**src/rtl/dorx_pkg.sv**
```systemverilog
package dorx_pkg;

  typedef enum logic [2:0] {
    PH_IDLE,
    PH_SEEK_SOF,
    PH_ID,
    PH_LEN,
    PH_DATA,
    PH_SEEK_EOF
  } phase_t;

  // control word bit positions
  localparam int CW_AUTO = 13;
  localparam int CW_RUN  = 12;
  localparam int CW_LOAD = 11;

  // status word bit positions above the length field
  localparam int ST_IDOK = 7;
  localparam int ST_RECV = 6;
  localparam int ST_CRC  = 5;
  localparam int ST_FSE  = 4;

endpackage

```
**src/rtl/dorx_frame_mark.sv**
```systemverilog
// Detects a run of MARK_W strobed bits forming the start mark (seek_end=0)
// or its complement with the reference channel low (seek_end=1).
module dorx_frame_mark #(
  parameter int MARK_W = 4,
  parameter logic [MARK_W-1:0] MARK = 4'b0001
) (
  input  logic clk,
  input  logic rst,
  input  logic clr,
  input  logic bit_en,
  input  logic seek_end,
  input  logic light,
  input  logic ir,
  output logic hit
);
  localparam int CNT_W = $clog2(MARK_W + 1);

  logic [MARK_W-1:0] hist_q;
  logic [CNT_W-1:0]  run_q;
  logic [MARK_W-1:0] window;
  logic [MARK_W-1:0] want;
  logic              ir_ok;

  assign window = {hist_q[MARK_W-2:0], light};
  assign want   = seek_end ? ~MARK : MARK;
  assign ir_ok  = (ir == ~seek_end);
  assign hit    = bit_en && ir_ok && (run_q >= CNT_W'(MARK_W - 1)) && (window == want);

  always_ff @(posedge clk) begin
    if (rst || clr || hit) begin
      hist_q <= '0;
      run_q  <= '0;
    end else if (bit_en) begin
      if (ir_ok) begin
        hist_q <= window;
        if (run_q != CNT_W'(MARK_W - 1)) run_q <= run_q + 1'b1;
      end else begin
        run_q <= '0;
      end
    end
  end

endmodule

```
**src/rtl/dorx_crc_serial.sv**
```systemverilog
// Bit-serial polynomial remainder, no augmentation: a message that already
// carries its check bytes leaves a zero remainder.
module dorx_crc_serial #(
  parameter int CRC_W = 16,
  parameter logic [CRC_W-1:0] POLY = 16'h1021
) (
  input  logic             clk,
  input  logic             rst,
  input  logic             clr,
  input  logic             step,
  input  logic             din,
  output logic [CRC_W-1:0] rem
);
  always_ff @(posedge clk) begin
    if (rst || clr) begin
      rem <= '0;
    end else if (step) begin
      rem <= {rem[CRC_W-2:0], din} ^ (rem[CRC_W-1] ? POLY : '0);
    end
  end
endmodule

```
**src/rtl/dual_optic_rx.sv**
```systemverilog
module dual_optic_rx
  import dorx_pkg::*;
#(
  parameter int ID_W   = 11,
  parameter int LEN_W  = 4,
  parameter int DATA_W = 128,
  parameter int CTRL_W = 16,
  parameter int CRC_W  = 16,
  parameter logic [CRC_W-1:0] CRC_POLY = 16'h1021,
  parameter int MARK_W = 4,
  parameter logic [MARK_W-1:0] MARK = 4'b0001
) (
  input  logic                 clk,
  input  logic                 rst,
  input  logic                 bit_en,
  input  logic                 light_in,
  input  logic                 ir_in,
  input  logic                 ctrl_wr,
  input  logic [CTRL_W-1:0]    ctrl_wdata,
  input  logic                 stat_clr,
  output logic [CTRL_W-1:0]    ctrl_rd,
  output logic [LEN_W+3:0]     status,
  output logic [CTRL_W-1:0]    rx_id,
  output logic [DATA_W-1:0]    rx_data
);
  localparam int CNT_W   = $clog2(DATA_W + 1);
  localparam int IDX_W   = $clog2(DATA_W);
  localparam int MIN_LEN = CRC_W / 8 + 1;
  localparam logic [CTRL_W-1:0] CW_MASK = CTRL_W'((1 << (CW_AUTO + 1)) - 1);

  phase_t            ph_q;
  logic [CTRL_W-1:0] ctrl_q;
  logic [ID_W-1:0]   target_q;
  logic [ID_W-1:0]   id_sh_q;
  logic [LEN_W-1:0]  len_sh_q;
  logic [LEN_W-1:0]  len_q;
  logic              id_ok_q;
  logic [CNT_W-1:0]  cnt_q;
  logic [LEN_W+3:0]  status_q;
  logic [CTRL_W-1:0] rxid_q;
  logic [DATA_W-1:0] data_q;

  logic              mismatch, hunting, mark_hit, sof_hit;
  logic [ID_W-1:0]   id_full;
  logic [LEN_W-1:0]  len_full;
  logic [CNT_W-1:0]  data_bits;
  logic [IDX_W-1:0]  wr_pos;
  logic              take_data, data_last;
  logic [CRC_W-1:0]  crc_rem;

  assign mismatch  = light_in ^ ir_in;
  assign hunting   = (ph_q == PH_SEEK_SOF) || (ph_q == PH_SEEK_EOF);
  assign sof_hit   = (ph_q == PH_SEEK_SOF) && mark_hit;
  assign id_full   = {id_sh_q[ID_W-2:0], light_in};
  assign len_full  = {len_sh_q[LEN_W-2:0], light_in};
  assign data_bits = CNT_W'({len_q, 3'b000});
  assign wr_pos    = IDX_W'(DATA_W - 1) - cnt_q[IDX_W-1:0];
  assign take_data = (ph_q == PH_DATA) && bit_en && !mismatch && (cnt_q < data_bits);
  assign data_last = take_data && ((cnt_q + 1'b1) == data_bits) && (len_q >= LEN_W'(MIN_LEN));

  dorx_frame_mark #(.MARK_W(MARK_W), .MARK(MARK)) u_mark (
    .clk      (clk),
    .rst      (rst),
    .clr      (!hunting),
    .bit_en   (bit_en),
    .seek_end (ph_q == PH_SEEK_EOF),
    .light    (light_in),
    .ir       (ir_in),
    .hit      (mark_hit)
  );

  dorx_crc_serial #(.CRC_W(CRC_W), .POLY(CRC_POLY)) u_crc (
    .clk  (clk),
    .rst  (rst),
    .clr  (sof_hit),
    .step (take_data),
    .din  (light_in),
    .rem  (crc_rem)
  );

  always_ff @(posedge clk) begin
    if (rst) begin
      ph_q     <= PH_IDLE;
      ctrl_q   <= '0;
      target_q <= '0;
      id_sh_q  <= '0;
      len_sh_q <= '0;
      len_q    <= '0;
      id_ok_q  <= 1'b0;
      cnt_q    <= '0;
      status_q <= '0;
      rxid_q   <= '0;
      data_q   <= '0;
    end else begin
      if (stat_clr) status_q <= '0;

      if (!ctrl_q[CW_RUN]) begin
        ph_q <= PH_IDLE;
      end else begin
        case (ph_q)
          PH_IDLE: ph_q <= PH_SEEK_SOF;

          PH_SEEK_SOF: if (mark_hit) begin
            ph_q    <= PH_ID;
            cnt_q   <= '0;
            id_ok_q <= 1'b0;
            len_q   <= '0;
            data_q  <= '0;
          end

          PH_ID, PH_LEN, PH_DATA: if (bit_en) begin
            if (mismatch) begin
              status_q <= {id_ok_q, 1'b0, 1'b0, 1'b1, len_q};
              ph_q     <= PH_SEEK_SOF;
            end else if (ph_q == PH_ID) begin
              id_sh_q <= id_full;
              cnt_q   <= cnt_q + 1'b1;
              if (cnt_q == CNT_W'(ID_W - 1)) begin
                cnt_q  <= '0;
                rxid_q <= CTRL_W'(id_full);
                if (id_full == target_q) begin
                  id_ok_q <= 1'b1;
                  ph_q    <= PH_LEN;
                end else begin
                  status_q <= '0;
                  ph_q     <= PH_SEEK_SOF;
                end
              end
            end else if (ph_q == PH_LEN) begin
              len_sh_q <= len_full;
              cnt_q    <= cnt_q + 1'b1;
              if (cnt_q == CNT_W'(LEN_W - 1)) begin
                cnt_q <= '0;
                len_q <= len_full;
                ph_q  <= PH_DATA;
              end
            end else if (take_data) begin
              data_q[wr_pos] <= light_in;
              cnt_q          <= cnt_q + 1'b1;
              if (data_last) ph_q <= PH_SEEK_EOF;
            end
          end

          PH_SEEK_EOF: if (mark_hit) begin
            status_q <= {1'b1, 1'b1, |crc_rem, 1'b0, len_q};
            if (ctrl_q[CW_AUTO]) begin
              ph_q <= PH_SEEK_SOF;
            end else begin
              ctrl_q[CW_RUN] <= 1'b0;
              ph_q           <= PH_IDLE;
            end
          end

          default: ph_q <= PH_IDLE;
        endcase
      end

      if (ctrl_wr) begin
        ctrl_q <= ctrl_wdata & CW_MASK;
        if (ctrl_wdata[CW_LOAD]) target_q <= ctrl_wdata[ID_W-1:0];
      end
    end
  end

  assign ctrl_rd = ctrl_q;
  assign status  = status_q;
  assign rx_id   = rxid_q;
  assign rx_data = data_q;

endmodule

```
**config.mk**
```make
export PLATFORM = sky130hd
export DESIGN_NAME = dual_optic_rx
export DESIGN_NICKNAME = d
export VERILOG_FILES = /design/src/rtl/dorx_pkg.sv /design/src/rtl/dorx_frame_mark.sv /design/src/rtl/dorx_crc_serial.sv /design/src/rtl/dual_optic_rx.sv
export SDC_FILE = /design/constraint.sdc
export NUM_CORES = 1
export LEC_CHECK = 0
export CORE_UTILIZATION = 25
export DETAILED_ROUTE_END_ITERATION = 16
export GPL_ROUTABILITY_DRIVEN = 0
export PLACE_DENSITY = 0.55
export SETUP_SLACK_MARGIN = 0.1
export SYNTH_ARGS = -nofsm -noshare
export SYNTH_HDL_FRONTEND = slang
export SYNTH_SLANG_ARGS = --single-unit
```
**constraint.sdc**
```tcl
create_clock -name clk -period 2.65 [get_ports clk]
set_input_delay 0.3975 -clock clk [delete_from_list [all_inputs] [get_ports clk]]
set_output_delay 0.3975 -clock clk [all_outputs]
set_load 0.02 [all_outputs]
```
Yosys cells after proc, flatten, opt, wreduce, memory -nomap -nowiden
Index checks and enable logic that the tools add are counted.
{"block": "classes", "add_sub_neg": 3, "order_cmp": 5, "eq_ne": 30, "n_mux": 64, "bitwise_logic": 6, "n_reduce_logical": 32}
{"cell": "128-bit two-way mux", "n": 6}
{"cell": "128-bit case mux with 2 select lines", "n": 1}
{"cell": "128-bit bitwise mux", "n": 1}
{"cell": "8-bit two-way mux", "n": 16}
{"cell": "3-bit two-way mux", "n": 12}
{"cell": "8-bit case mux with 2 select lines", "n": 2}
{"cell": "4-bit two-way mux", "n": 7}
{"cell": "13-bit two-way mux", "n": 2}
{"cell": "2-bit != test, second input constant", "n": 13}
{"cell": "8-bit AND reduction", "n": 3}
{"cell": "6-bit AND reduction", "n": 3}
{"cell": "16-bit OR reduction", "n": 1}
{"cell": "16-bit by 13-bit bitwise XOR with 16-bit output", "n": 1}
{"cell": "5-bit != test, second input constant", "n": 3}
{"cell": "1-bit two-way mux", "n": 12}
{"cell": "3-bit case mux with 4 select lines", "n": 1}
{"cell": "11-bit == test", "n": 1}
{"cell": "1-bit logical AND", "n": 10}
{"cell": "8-bit by 1-bit adder with 8-bit output, second input constant", "n": 1}
{"cell": "8-bit by 2-bit == test with 1-bit output, second input constant", "n": 1}
{"cell": "8-bit by 4-bit == test with 1-bit output, second input constant", "n": 1}
{"cell": "8-bit by 7-bit == test with 1-bit output", "n": 1}
{"cell": "7-bit by 8-bit < comparator with 1-bit output, second input constant", "n": 1}
{"cell": "8-bit by 7-bit < comparator with 1-bit output", "n": 1}
{"cell": "27 further kinds", "n": 39}
{"block": "word_totals", "register_bits": 223, "inputBits": 23, "output_inout_bits": 168, "word_cells": 155}

Depth between registers and ports, before layout
Gate-level depths: netlist (run 1).
{"block": "logic_depth", "word_depth": 13, "depth_mapped": 10, "ltp_nobuf": 8}

By module
From an unflattened synthesis (run 1), not the netlist that was laid out.
{"block": "hier_totals", "hier_cells": 1367, "area_unflattened_um2": 10737.8}
{"module": "dual_optic_rx", "instances": 1, "cells_each": 1274, "area_per_inst_um2": 9748.1, "seq_area_each_um2": 4023.9}
{"module": "dorx_crc_serial", "instances": 1, "cells_each": 56, "area_per_inst_um2": 615.6, "seq_area_each_um2": 320.3}
{"module": "dorx_frame_mark", "instances": 1, "cells_each": 37, "area_per_inst_um2": 374.1, "seq_area_each_um2": 120.1}

Worst setup path before layout (run 1)
No wires, ideal clock.
{"block": "synth_path", "path_type": "register to register", "start": "register len_q[3]", "end": "register data_q[100], in the netlist rx_data[100]", "setup_ps": 71, "arrival_ps": 2498, "required_time_ps": 2579, "setup_slack_ps": 81, "path_stages_with_launch": 11, "n_path_buf": 3, "period_less_slack_ps": 2569, "cell_sequence": "dfxtp_1 clkbuf_1 inv_1 ha_1 or2_2 a2111oi_4 and4_1 buf_4 or3b_4 buf_2 o21ai_1"}
{"block": "synth_via", "elab_chain_cells": 4}
{"element": "from (decl)", "line": "dual_optic_rx.sv:36", "rtl": "logic [LEN_W-1:0] len_q;"}
{"element": "from (signal assigned)", "line": "dual_optic_rx.sv:134", "rtl": "len_q <= len_full;"}
{"element": "8-bit by 7-bit < comparator with 1-bit output", "line": "dual_optic_rx.sv:58", "rtl": "assign take_data = (ph_q == PH_DATA) && bit_en && !mismatch && (cnt_q < data_bits);"}
{"element": "1-bit logical AND", "line": "dual_optic_rx.sv:58"}
{"element": "2-bit != test (no source line)"}
{"element": "8-bit AND reduction (no source line)"}
{"element": "to (signal, indexed assignment)", "line": "dual_optic_rx.sv:138", "rtl": "data_q[wr_pos] <= light_in;"}
{"element": "to (decl)", "line": "dual_optic_rx.sv:41", "rtl": "logic [DATA_W-1:0] data_q;"}
No other way between the ends.
A chain may end at the register's enable or synchronous reset.

Final worst setup path (run 1)
{"block": "layout_path", "start": "register u_mark.run_q[1]", "end": "register data_q[39], in the netlist rx_data[39]"}
{"block": "layout_via", "elab_chain_cells": 5}
{"element": "from (decl)", "line": "dorx_frame_mark.sv:19", "rtl": "logic [CNT_W-1:0] run_q;"}
{"element": "from (signal assigned)", "line": "dorx_frame_mark.sv:36", "rtl": "if (run_q != CNT_W'(MARK_W - 1)) run_q <= run_q + 1'b1;"}
{"element": "3-bit by 2-bit greater-or-equal comparator with 1-bit output", "line": "dorx_frame_mark.sv:27", "rtl": "assign hit = bit_en && ir_ok && (run_q >= CNT_W'(MARK_W - 1)) && (window == want);"}
{"element": "1-bit logical AND (2 in series)", "line": "dorx_frame_mark.sv:27"}
{"element": "2-bit != test (no source line)"}
{"element": "8-bit AND reduction (no source line)"}
No other way between the ends.

==> results of run 1 <==
==> cell usage in the layout (no fill, tap or decap), types with 14 or more instances in the layout <==
master / instances
xnor2_1: 14
nor3_1: 18
clkdlybuf4s50_1: 180
mux2i_1: 37
o21ai_1: 22
o211ai_1: 130
nor2_1: 72
a21oi_1: 50
nand2_1: 95
nand3_1: 26
a31oi_1: 129
buf_4: 84
dfxtp_1: 219
clkbuf_16: 28
o21ai_0: 110
==> cell families after synthesis <==
kind of cell	synth area share
adders and majority gates	0.00984
buffers and inverters	0.0573
other	0.000369
muxes	0.0364
xor gates and xnor gates	0.0188
DFF	0.439
AOI/OAI and AO/OA	0.305
and+or+nand+nor	0.134
==> Yosys cell counts, types with 9 or more instances <==
cell / instances / area [um^2]
inv_1: 13 / 48.8
mux2i_1: 37 / 370
o21ai_0: 121 / 606
clkbuf_1: 100 / 375
a31oi_1: 129 / 807
xnor2_1: 14 / 123
o211ai_1: 130 / 976
dfxtp_1: 223 / 4460
nand2_1: 96 / 360
nor3_1: 21 / 105
nor2_1: 72 / 270
nand3_1: 28 / 140
o21ai_1: 12 / 60.1
buf_1: 16 / 60.1
nor2b_1: 9 / 56.3
a21oi_1: 51 / 255
==> where the power goes <==
part	internal [uW]	total, uW	switching (uW)
clock network	2060	3530	1470
registers	3370	3390	13.7
logic	111	284	172
==> final timing paths <==
kind,depth (start not counted),end,start
worst min-delay path,3,len_sh_q[0],rst
worst max register to register,12,rx_data[39],u_mark.run_q[1]
worst min register to register,2,u_crc.rem[6],u_crc.rem[5]
worst max-delay path,12,rx_data[39],u_mark.run_q[1]
==> state kept, by name, summed over array words and instances, names as in the netlist <==
register	count
u_mark.run_q	3
id_ok_q	1
len_sh_q	3
u_mark.hist_q	3
u_crc.rem	16
len_q	4
target_q	11
ctrl_rd	14
ph_q	3
rx_id	11
id_sh_q	10
cnt_q	8
status	8
rx_data	128
==> per-layer routing <==
layer / up-vias / share of wire / wire (um) / track usage
met1: 4871 / 0.44 / 16400 / 0.235
met4: 0 / 0.026 / 956 / 0.0432
li1: 4863 / - / - / -
met2: 446 / 0.46 / 17200 / 0.277
met3: 59 / 0.077 / 2890 / 0.0323
met5: - / 0 / 0 / 0
==> through the flow <==
stage | cells | power [uW]
5_1_grt | 1936 | 7460
3_3_place_gp | 1883 | 3740
6_report | 1936 | 7200
3_5_place_dp | 1883 | 3740
2_1_floorplan | 1212 | 3630
4_1_cts | 1930 | 7300
==> cell type report <==
class                   instances  area share
clock buffers                  41      0.0569
multi-input cells             845       0.374
flip-flops and latches        223       0.319
clock inverters                 6     0.00330
inverters                      14     0.00393
well taps                     525      0.0469
repair buffers                282       0.197
==> worst max-delay path, stage by stage (launching register included) <==
cell and delay (ns):
dfxtp_1 0.35, ha_1 0.20, ha_4 0.16, a211o_1 0.14, nand2_1 0.13, o32ai_4 0.30
and4_1 0.28, buf_6 0.15, buf_4 0.12, nand3b_1 0.09, buf_4 0.17, clkbuf_16 0.16
o21ai_0 0.15
==> timing repair <==
item                       CTS  global route
pin swaps                    0             3
setup endpoints to repair    2           135
buffers inserted             0             3
gates resized for setup      1            31
gates cloned                 0             3
==> metrics.txt, run 1 <==
Placed Area=13000 um^2; Final ANT Viol Nets=0; Yosys reg bits=around 220; startpoint types=register; DR DRC count=0; setup ws final=0.209 ns; Leak=0.00491 uW; CTS Sinks=about 220; post-synthesis sequential area ratio=0.439; layout-stage area growth over the synthesis result=37.8%; Iter 0 DRT Violations=approximately 900; Sequential cell area=about 4500 um^2; fin crit period=2.44 ns; total die area=between 40000 and 50000 um^2; Multi-input gate area=roughly 5200 um^2; initial antenna violation count=0; Setup crit end kind=register; H-tree depth=1; asr flop ratio synth=0; core footprint=between 30000 and 40000 um^2; Synth Cell Area=between 10000 and 15000 um^2; global route overflow=0; Starting Density=0.255; pre-CTS setup slack=-0.181 ns; RSZ-0062 raised after global routing=no; vias in the first global route=approximately 9600; Tcrit/Tclk final=0.921; CTS tree=yes; setup TNS=0 ns; fraction of layout instances using a drive strength above 1=0.125; largest net degree at the start of global routing=about 130; syn_area_per_cell=8.43 um^2; YS warnings=0; Worst IR Drop VDD=0.000411 V; Setup Viol. Count Final=0; Syn Inst Count=roughly 1200; Root Buffer=clkbuf_16; GRT Total Usage=0.172; number of synthesized flops with an enable pin=0; Slew Limit Fails=0; TritonCTS buffer count=26; status=finished clean; WP data required=3.13 ns; Post-CTS Hold Buffers=0; ys flop type=dfxtp_1; Max FO, Critical Path=6; R2R Setup Slk=approximately 0.21 ns; first-pass GRT wire length=57.0 mm; post-synth cell types=65; DRT Pass-1 Iters=5; Finished Cell Area=roughly 14000 um^2; max cap viols=0; via count=10200; Die Y=between 200 and 250 um; n_diodes=0; filler cell count=around 4000; Hold/Removal Path Class=in -> reg; dpl hpwl=around 24 mm; worst-case clock buffer depth=3; Hold Slack=~0.35 ns; WS Path Type=reg -> reg; Vias/cell=about 5.3; I/O pins=191; Nets=between 1000 and 1500; IO buf count=roughly 180; f_max=slightly above 0.4 GHz; Clk Latency, worst-skew pair=approximately 0.56 ns; Die Span X=roughly 200 um; Reg clk slew, reported paths=about 0.060 ns; Hold Vio Cnt, Final=0; CP arrival=between 2 and 3 ns; pwr dens=between 500 and 600 nW/um^2; Slew HR=0.533; Routed Wire Length=between 30 and 40 mm; DR WL/cell=about 19 um; cell row count=between 70 and 80; Worst Max-Slew Pin Slew=0.698 ns; final core utilization=0.351; Final Skew=approximately 0.042 ns
No activity file was read; power rests on OpenSTA's default activity.
==> run 2, diff against run 1 <==
- CTS_CLUSTER_SIZE: default -> 30
==> results of run 2 <==
Same layout as run 1: the final DEF is identical, and so are final timing and power.
